[config.mk]
export PLATFORM = sky130hd
export DESIGN_NAME = npc_predictor
export DESIGN_NICKNAME = d
export VERILOG_FILES = /design/src/rtl/npc_pred_pkg.sv /design/src/rtl/npc_sweep.sv /design/src/rtl/npc_table.sv /design/src/rtl/npc_resolve.sv /design/src/rtl/npc_predictor.sv
export SDC_FILE = /design/constraint.sdc
export NUM_CORES = 1
export LEC_CHECK = 0
export BUFFER_PORTS_ARGS = -buffer_cell sky130_fd_sc_hd__buf_4
export CAP_MARGIN = 20
export CORE_MARGIN = 10
export CORE_UTILIZATION = 35
export CTS_CLUSTER_DIAMETER = 30
export CTS_CLUSTER_SIZE = 14
export DETAILED_ROUTE_END_ITERATION = 10
export PLACE_DENSITY = 0.64
export SYNTH_ARGS = -nofsm -noshare
export SYNTH_HDL_FRONTEND = slang
export SYNTH_SLANG_ARGS = --single-unit
export TNS_END_PERCENT = 20
[constraint.sdc]
create_clock -name clk -period 6 [get_ports clk]
set_input_delay 0.6 -clock clk [delete_from_list [all_inputs] [get_ports clk]]
set_output_delay 0.6 -clock clk [all_outputs]
set_load 0.05 [all_outputs]
[src/rtl/npc_pred_pkg.sv]
package npc_pred_pkg;
  typedef enum logic {
    SWEEP_RUN  = 1'b1,
    SWEEP_IDLE = 1'b0
  } sweep_state_e;
endpackage

[src/rtl/npc_sweep.sv]
module npc_sweep #(
  parameter int PC_W  = 32,
  parameter int IDX_W = 4
) (
  input  logic             clk,
  input  logic             rst,
  output logic             busy,
  output logic [IDX_W-1:0] sw_idx,
  output logic [PC_W-1:0]  sw_npc
);
  import npc_pred_pkg::*;

  localparam logic [IDX_W-1:0] LAST_IDX = '1;

  sweep_state_e state_q;
  logic [IDX_W-1:0] cnt_q;

  always_ff @(posedge clk) begin
    if (rst) begin
      state_q <= SWEEP_RUN;
      cnt_q   <= '0;
    end else if (state_q == SWEEP_RUN) begin
      cnt_q <= cnt_q + 1'b1;
      if (cnt_q == LAST_IDX) state_q <= SWEEP_IDLE;
    end
  end

  assign busy   = (state_q == SWEEP_RUN);
  assign sw_idx = cnt_q;
  // entry i maps to address i*4 with tag 0; store that address plus 4
  assign sw_npc = PC_W'({cnt_q, 2'b00}) + PC_W'(4);
endmodule

[src/rtl/npc_table.sv]
module npc_table #(
  parameter int PC_W  = 32,
  parameter int IDX_W = 4
) (
  input  logic                      clk,
  input  logic                      we,
  input  logic [IDX_W-1:0]          widx,
  input  logic [PC_W-IDX_W-3:0]     wtag,
  input  logic [PC_W-1:0]           wnpc,
  input  logic [IDX_W-1:0]          ridx,
  output logic [PC_W-IDX_W-3:0]     rtag,
  output logic [PC_W-1:0]           rnpc
);
  localparam int DEPTH = 1 << IDX_W;
  localparam int TAG_W = PC_W - IDX_W - 2;

  logic [TAG_W-1:0] tag_mem [DEPTH];
  logic [PC_W-1:0]  npc_mem [DEPTH];

  always_ff @(posedge clk) begin
    if (we) begin
      tag_mem[widx] <= wtag;
      npc_mem[widx] <= wnpc;
    end
  end

  assign rtag = tag_mem[ridx];
  assign rnpc = npc_mem[ridx];
endmodule

[src/rtl/npc_resolve.sv]
module npc_resolve #(
  parameter int PC_W = 32
) (
  input  logic            busy,
  input  logic            dec_valid,
  input  logic [PC_W-1:0] dec_pc,
  input  logic            dec_is_branch,
  input  logic            dec_taken,
  input  logic [PC_W-1:0] dec_target,
  input  logic [PC_W-1:0] dec_followed_npc,
  output logic            mispredict,
  output logic            upd_en,
  output logic [PC_W-1:0] resolved_npc
);
  logic live;

  always_comb begin
    live         = dec_valid && !busy;
    resolved_npc = (dec_is_branch && dec_taken) ? dec_target : dec_pc + PC_W'(4);
    mispredict   = live && (resolved_npc != dec_followed_npc);
    upd_en       = live && (dec_is_branch || mispredict);
  end
endmodule

[src/rtl/npc_predictor.sv]
module npc_predictor #(
  parameter int PC_W  = 32,
  parameter int IDX_W = 4
) (
  input  logic            clk,
  input  logic            rst,
  input  logic [PC_W-1:0] fetch_pc,
  output logic [PC_W-1:0] pred_npc,
  output logic            init_busy,
  input  logic            dec_valid,
  input  logic [PC_W-1:0] dec_pc,
  input  logic            dec_is_branch,
  input  logic            dec_taken,
  input  logic [PC_W-1:0] dec_target,
  input  logic [PC_W-1:0] dec_followed_npc,
  output logic            redirect,
  output logic [PC_W-1:0] redirect_pc
);
  localparam int TAG_W = PC_W - IDX_W - 2;
  localparam int IDX_LO = 2;
  localparam int TAG_LO = IDX_W + 2;

  logic [IDX_W-1:0] sw_idx;
  logic [PC_W-1:0]  sw_npc;
  logic             upd_en;
  logic [PC_W-1:0]  resolved_npc;
  logic             mispredict;

  logic             tbl_we;
  logic [IDX_W-1:0] tbl_widx;
  logic [TAG_W-1:0] tbl_wtag;
  logic [PC_W-1:0]  tbl_wnpc;
  logic [TAG_W-1:0] rd_tag;
  logic [PC_W-1:0]  rd_npc;
  logic             pred_hit;

  npc_sweep #(.PC_W(PC_W), .IDX_W(IDX_W)) sweep_i (
    .clk(clk), .rst(rst), .busy(init_busy), .sw_idx(sw_idx), .sw_npc(sw_npc)
  );

  npc_resolve #(.PC_W(PC_W)) resolve_i (
    .busy(init_busy), .dec_valid(dec_valid), .dec_pc(dec_pc),
    .dec_is_branch(dec_is_branch), .dec_taken(dec_taken),
    .dec_target(dec_target), .dec_followed_npc(dec_followed_npc),
    .mispredict(mispredict), .upd_en(upd_en), .resolved_npc(resolved_npc)
  );

  // sweep owns the write port until it finishes
  always_comb begin
    if (init_busy) begin
      tbl_we   = 1'b1;
      tbl_widx = sw_idx;
      tbl_wtag = '0;
      tbl_wnpc = sw_npc;
    end else begin
      tbl_we   = upd_en;
      tbl_widx = dec_pc[IDX_LO +: IDX_W];
      tbl_wtag = dec_pc[TAG_LO +: TAG_W];
      tbl_wnpc = resolved_npc;
    end
  end

  npc_table #(.PC_W(PC_W), .IDX_W(IDX_W)) table_i (
    .clk(clk), .we(tbl_we), .widx(tbl_widx), .wtag(tbl_wtag), .wnpc(tbl_wnpc),
    .ridx(fetch_pc[IDX_LO +: IDX_W]), .rtag(rd_tag), .rnpc(rd_npc)
  );

  assign pred_hit    = (rd_tag == fetch_pc[TAG_LO +: TAG_W]);
  assign pred_npc    = pred_hit ? rd_npc : fetch_pc + PC_W'(4);
  assign redirect    = mispredict;
  assign redirect_pc = resolved_npc;
endmodule

==> results of run 1 <==
metrics by stage:
step	hold slack, ps	cell area (sq um)	cells	setup slack [ps]
2_1_floorplan	537	39200	1966	-207
3_3_place_gp	575	43100	3619	695
3_5_place_dp	580	43200	3624	687
4_1_cts	28.2	48900	3927	655
5_1_grt	51.9	49000	3936	448
6_report	65.1	49000	3942	664
registers in the layout (all words and copies together), names as in the netlist:
| signal | cells |
|---|---|
| table_i.npc_mem | 512 |
| table_i.tag_mem | 416 |
| sweep_i.sw_idx | 4 |
| sweep_i.busy | 1 |
critical path, delay by kind of cell:
family	cells	cell delay [ps]
compound gates	3	600
buf+inv	4	1130
mux	3	1100
simple gates	3	1250
placed cells by master, fill, tap and decap left out, types with 19 or more instances in the layout:
cell type,count
edfxtp_1,928
mux4_2,286
buf_4,256
clkbuf_16,164
xnor2_1,76
nand2_1,71
nor2_1,49
xor2_1,43
nor2b_1,30
mux2_4,29
bufinv_16,27
nand4_1,26
clkinv_2,26
inv_1,25
buf_12,25
and2_1,24
a21oi_1,23
nand3_1,21
clkinv_1,21
o21ai_0,20
clkbuf_1,19
per-layer routing:
layer,track usage,wire length (um)
met5,0.0138,321
met4,0.0613,3450
met3,0.0940,17000
met2,0.270,52300
met1,0.245,47600
cell type report:
type	count	area (sq um)	share of cell area
diodes	6	15.0	0.000306
clock buffers	183	4180	0.0852
clock inverters	120	1520	0.0311
inverters	25	93.8	0.00192
multi-input cells	896	10800	0.220
flip-flops and latches	933	28000	0.571
well taps	1488	1860	0.0380
repair buffers	291	2560	0.0523
final timing paths:
path	cells past startpoint	endpoint	slack [ps]	start
worst min-delay path	2	sweep_i.sw_idx[1]$_SDFFE_PP0P_	70	rst
worst max register to register	5	table_i.tag_mem[0][9]$_DFFE_PP_	3080	sweep_i.busy$_SDFF_PP1_
worst min register to register	2	sweep_i.sw_idx[1]$_SDFFE_PP0P_	590	sweep_i.sw_idx[1]$_SDFFE_PP0P_
worst max-delay path	13	pred_npc[7]	660	fetch_pc[2]
kinds of logic (layout without fill, tap and decap cells):
kind of cell | after synthesis | count (layout) | synth area share
AO/OA/AOI/OAI | 118 | 118 | 0.0210
XOR/XNOR | 119 | 119 | 0.0266
adder cells (fa/ha/maj) | 3 | 3 | 0.000957
buffers and inverters | 137 | 619 | 0.0152
flip-flops | 933 | 933 | 0.713
multiplexers | 331 | 331 | 0.180
other | 0 | 6 | 0
AND/OR/NAND/NOR | 325 | 325 | 0.0432
power groups by stage:
stage	sequential, W	combinational (W)	clock (W)
2_1_floorplan	0.00741	0.000712	0
4_1_cts	0.00729	0.00128	0.00952
6_report	0.00729	0.00129	0.00944
3_3_place_gp	0.00740	0.00127	0
5_1_grt	0.00729	0.00134	0.00984
3_5_place_dp	0.00741	0.00127	0
==> impl_results.md, run 1 <==
- Synth Instances: 1966
- Synth-to-Final Area Change: 24.9%
- Leakage dissipation: 16.9 nW
- Max FO, Critical Path: 33
- Maximum vdd drop: 0.217 mV
- Vias in the first global route: 22700
- Gr ovfl total: 0
- # rows: 122
- Post-layout util: 0.441
- Register area share after synthesis: 0.713
- Final Hold Fails: 0
- I/O Pins: 199
- Syn_area_per_cell: 20.0 sq um
- Async S/R FF share, synth: 0
- Initial antenna violation count: 15
- Synth top area share: 0.710
- Max transition margin: 0.137
- Sw frac: 0.225
- Iteration-0 DRC Markers: 2975
- Reg clk slew, reported paths: 50 ps
- Data required, critical path: 5400 ps
- CTS tree: built
- Final min period: 5340 ps
- Critical Path Source Type: input pin
- Final setup vio count: 0
- Number of synthesized flops with an enable pin: 928
- Min-delay worst type: in -> reg
- Routed via count: 22000
- Comb power frac: 0.072
- Clk_lat worst skew: 730 ps
- Post-Syn Area: 39200 sq um
- Period utilisation layout: 0.889
- Total die area: 126000 sq um
- Worst slew pin tran: 1290 ps
- MaxCap Viol Count: 0
- Post-Syn Nets: 2102
- Routed length per instance: 30.6 um
- Core Footprint: 111000 sq um
- Hold buffers post-CTS: 0
- PostCTS Resize Cnt: 0
- Clock Power Share: 0.524
- Int Pwr: 0.0140 W
- Crit-path cells: buf_8 > buf_4 > mux4_2 > mux2i_4 > o22ai_1 > a2111oi_2 > a21oi_1 > nor4_1 > nand4_1 > or4_2 > buf_4 > mux2_4 > buf_4
- Post-route ant nets: 0
- Ys Warns: 0
- Initial Util: 0.354
- PortBufs: 198
- Pre-antenna DRT Iters: 6
- Root Buffer Master: clkbuf_16
- Count leader, synth: edfxtp_1
- Share of cells above drive strength 1: 0.368
- Yosys top cell by area: edfxtp_1
- Critical path data arrival time: 4740 ps
- Top cells by area, synth: edfxtp_1, mux4_2, xnor2_1
- Synth Register Bits: 933
- WS Path Type: in -> out
- CTS Sinks: 933
- PwrDens: 368 nW/um^2
- Crit path max-delay cell type: or4_2
- Overall Global Routing Usage: 0.188
- Post-synth top cells: edfxtp_1, mux4_2, xnor2_1
- Final net count: 2445
- Horiz. Die Dim: 355 um
- CTS max path bufs: 3
- Peak Freq: 187 MHz
- Drc violations: 0
- Netlist cell types: 65
- Dpl hpwl: 76.6 mm
- H-tree levels: 4
- Synth Flop Type: edfxtp_1
- Sw Pwr: 0.00405 W
- Fillers: 9383
- Status: complete, no violations
- Largest net degree at the start of global routing: 59
- Wirelength, routed: 121 mm
- Num CTS Buffers: 162
- Die Span Y: 355 um
- Setup TNS: 0 ps
- Overall power: 0.0180 W
- Slew Viols, Final: 0
- Worst Skew: 44.0 ps
- RSZ-0062 raised after global routing: no
- CP max stage delay: 750 ps
- Sequential Power Share: 0.405
- Critical path's most frequent cell: buf_4
- Placer Congestion: 0.962
- Post-CTS Setup Bufs: 0
- Worst setup EP type: primary output
- Global-route wire length before repair: 170 mm
- DR vias/cell: 5.57
No activity file was read; power rests on OpenSTA's default activity.
==> run 2: changes to the inputs <==
--- a/config.mk
+++ b/config.mk
@@ -7,12 +7,14 @@
 export LEC_CHECK = 0
 export BUFFER_PORTS_ARGS = -buffer_cell sky130_fd_sc_hd__buf_4
 export CAP_MARGIN = 20
+export CELL_PAD_IN_SITES_DETAIL_PLACEMENT = 0
+export CELL_PAD_IN_SITES_GLOBAL_PLACEMENT = 1
 export CORE_MARGIN = 10
 export CORE_UTILIZATION = 35
 export CTS_CLUSTER_DIAMETER = 30
 export CTS_CLUSTER_SIZE = 14
 export DETAILED_ROUTE_END_ITERATION = 10
-export PLACE_DENSITY = 0.64
+export PLACE_DENSITY = 0.7
 export SYNTH_ARGS = -nofsm -noshare
 export SYNTH_HDL_FRONTEND = slang
 export SYNTH_SLANG_ARGS = --single-unit
==> impl_results.md, run 2 (same netlist as run 1, synthesis figures left out) <==
- M1 GR Usage: 0.258
- Total die area: 126000 sq um
- Leakage dissipation: 16.7 nW
- PostCTS Resize Cnt: 0
- Post-route ant nets: 0
- Final setup vio count: 0
- Max FO, Critical Path: 36
- Core Footprint: 111000 sq um
- Routed length per instance: 30.4 um
- Hold buffers post-CTS: 0
- GR peak layer: met2
- Hold WS: 82.0 ps
- RSZ-0062 raised after global routing: no
- Num CTS Buffers: 156
- CTS tree: built
- Final Hold Fails: 0
- Critical Path Source Type: input pin
- Placer Congestion: 0.943
- Period utilisation layout: 0.905
- Status: complete, no violations
- # rows: 122
- Area of the multi-input gates: 10800 sq um
- Initial Util: 0.354
- Global-route wire length before repair: 169 mm
- I/O Pins: 199
- H-tree levels: 4
- Clk_lat worst skew: 740 ps
- Crit path max-delay cell type: or4_2
- Final net count: 2434
- Post-CTS Setup Bufs: 0
- Peak Freq: 184 MHz
- Critical path data arrival time: 4830 ps
- Slew Viols, Final: 0
- Drc violations: 0
- Dpl hpwl: 76.1 mm
- Worst Skew: 14.7 ps
- Pre-antenna DRT Iters: 5
- Initial antenna violation count: 12
- CTS max path bufs: 3
- Crit-path cells: buf_8 > buf_12 > mux4_2 > mux4_2 > xor2_1 > nor4_1 > nand4_1 > or4_2 > buf_4 > mux2_4 > buf_4
- Reg clk slew, reported paths: 50 ps
- Horiz. Die Dim: 355 um
- Final min period: 5430 ps
- CTS Sinks: 933
- Worst slew pin tran: 1140 ps
- Routed via count: 22000
- Min-delay worst type: in -> reg
- Post-layout util: 0.437
- Largest Register: table_i.npc_mem
- Gr ovfl total: 0
- Fillers: 9523
- PwrDens: 359 nW/um^2
- Share of cells above drive strength 1: 0.366
- MaxCap Viol Count: 0
- Met3 usage: 0.0678
- Reg area: 28000 sq um
- CP max stage delay: 760 ps
- Vias in the first global route: 22500
- Most frequent cells in the layout: edfxtp_1, mux4_2, buf_4
- PortBufs: 198
- Worst setup EP type: primary output
- Data required, critical path: 5400 ps
- Reg-to-reg slack, setup: 2690 ps
- DR vias/cell: 5.60
- Root Buffer Master: clkbuf_16
- WS Path Type: in -> out
- Most common cell after layout, fill and taps aside: edfxtp_1
- Max transition margin: 0.233
- Max reg flops: 512
- Synth-to-Final Area Change: 23.7%
- Overall Global Routing Usage: 0.186
- Wirelength, routed: 119 mm
- Largest net degree at the start of global routing: 76
- Iteration-0 DRC Markers: 2989
- Maximum vdd drop: 0.276 mV
- Die Span Y: 355 um
- GRT met2 Usage: 0.277
==> run 2: cell types whose count changed in the layout (fill, tap and decap cells not counted), sizes merged <==
cell	delta
buf	-6
bufinv	-10
clkbuf	-7
clkinv	-11
clkinvlp	+6
diode	-2
inv	+9
==> run 2: area by class of cell <==
class                   count  share of cell area
flip-flops and latches    933               0.576
multi-input cells         896               0.222
clock buffers             175              0.0837
repair buffers            286              0.0509
well taps                1488              0.0384
clock inverters           114              0.0261
inverters                  25             0.00193
diodes                      4            0.000206
==> run 2: path summary, 6_finish.rpt <==
path / end / start / cells after the start
worst max-delay path: pred_npc[3] / fetch_pc[2] / 11
worst min-delay path: sweep_i.sw_idx[1]$_SDFFE_PP0P_ / rst / 2
worst max register to register: table_i.tag_mem[11][12]$_DFFE_PP_ / sweep_i.busy$_SDFF_PP1_ / 6
worst min register to register: sweep_i.sw_idx[1]$_SDFFE_PP0P_ / sweep_i.sw_idx[1]$_SDFFE_PP0P_ / 2
==> run 2: power by group <==
| part | total, W | leakage, nW | internal [W] | switching [W] |
|---|---|---|---|---|
| logic | 0.00126 | 4.97 | 0.000487 | 0.000773 |
| clock network | 0.00888 | 2.54 | 0.00568 | 0.00320 |
| registers | 0.00729 | 9.18 | 0.00725 | 0.0000341 |
==> run 2: layer usage <==
layer | wire length (um) | up-vias
met5 | 217 | -
met1 | 49300 | 11700
met3 | 13700 | 165
met4 | 2330 | 18
li1 | - | 8877
met2 | 53800 | 1186
==> run 2: per-stage QoR <==
stage	area [sq um]	TNS, ps	power (W)	setup WS, ps	std cells
2_1_floorplan	39200	-158750	0.00812	-207	1966
3_3_place_gp	43100	0	0.00865	566	3619
3_5_place_dp	43100	0	0.00867	530	3624
4_1_cts	48500	0	0.0175	523	3913
5_1_grt	48500	0	0.0179	332	3917
6_report	48500	0	0.0174	572	3921
==> run 2: critical path: cells and delay by family <==
kind,cells,cell delay (ps)
AND/OR/NAND/NOR,3,1470
buffers and inverters,4,1150
XOR/XNOR,1,160
multiplexers,3,1360
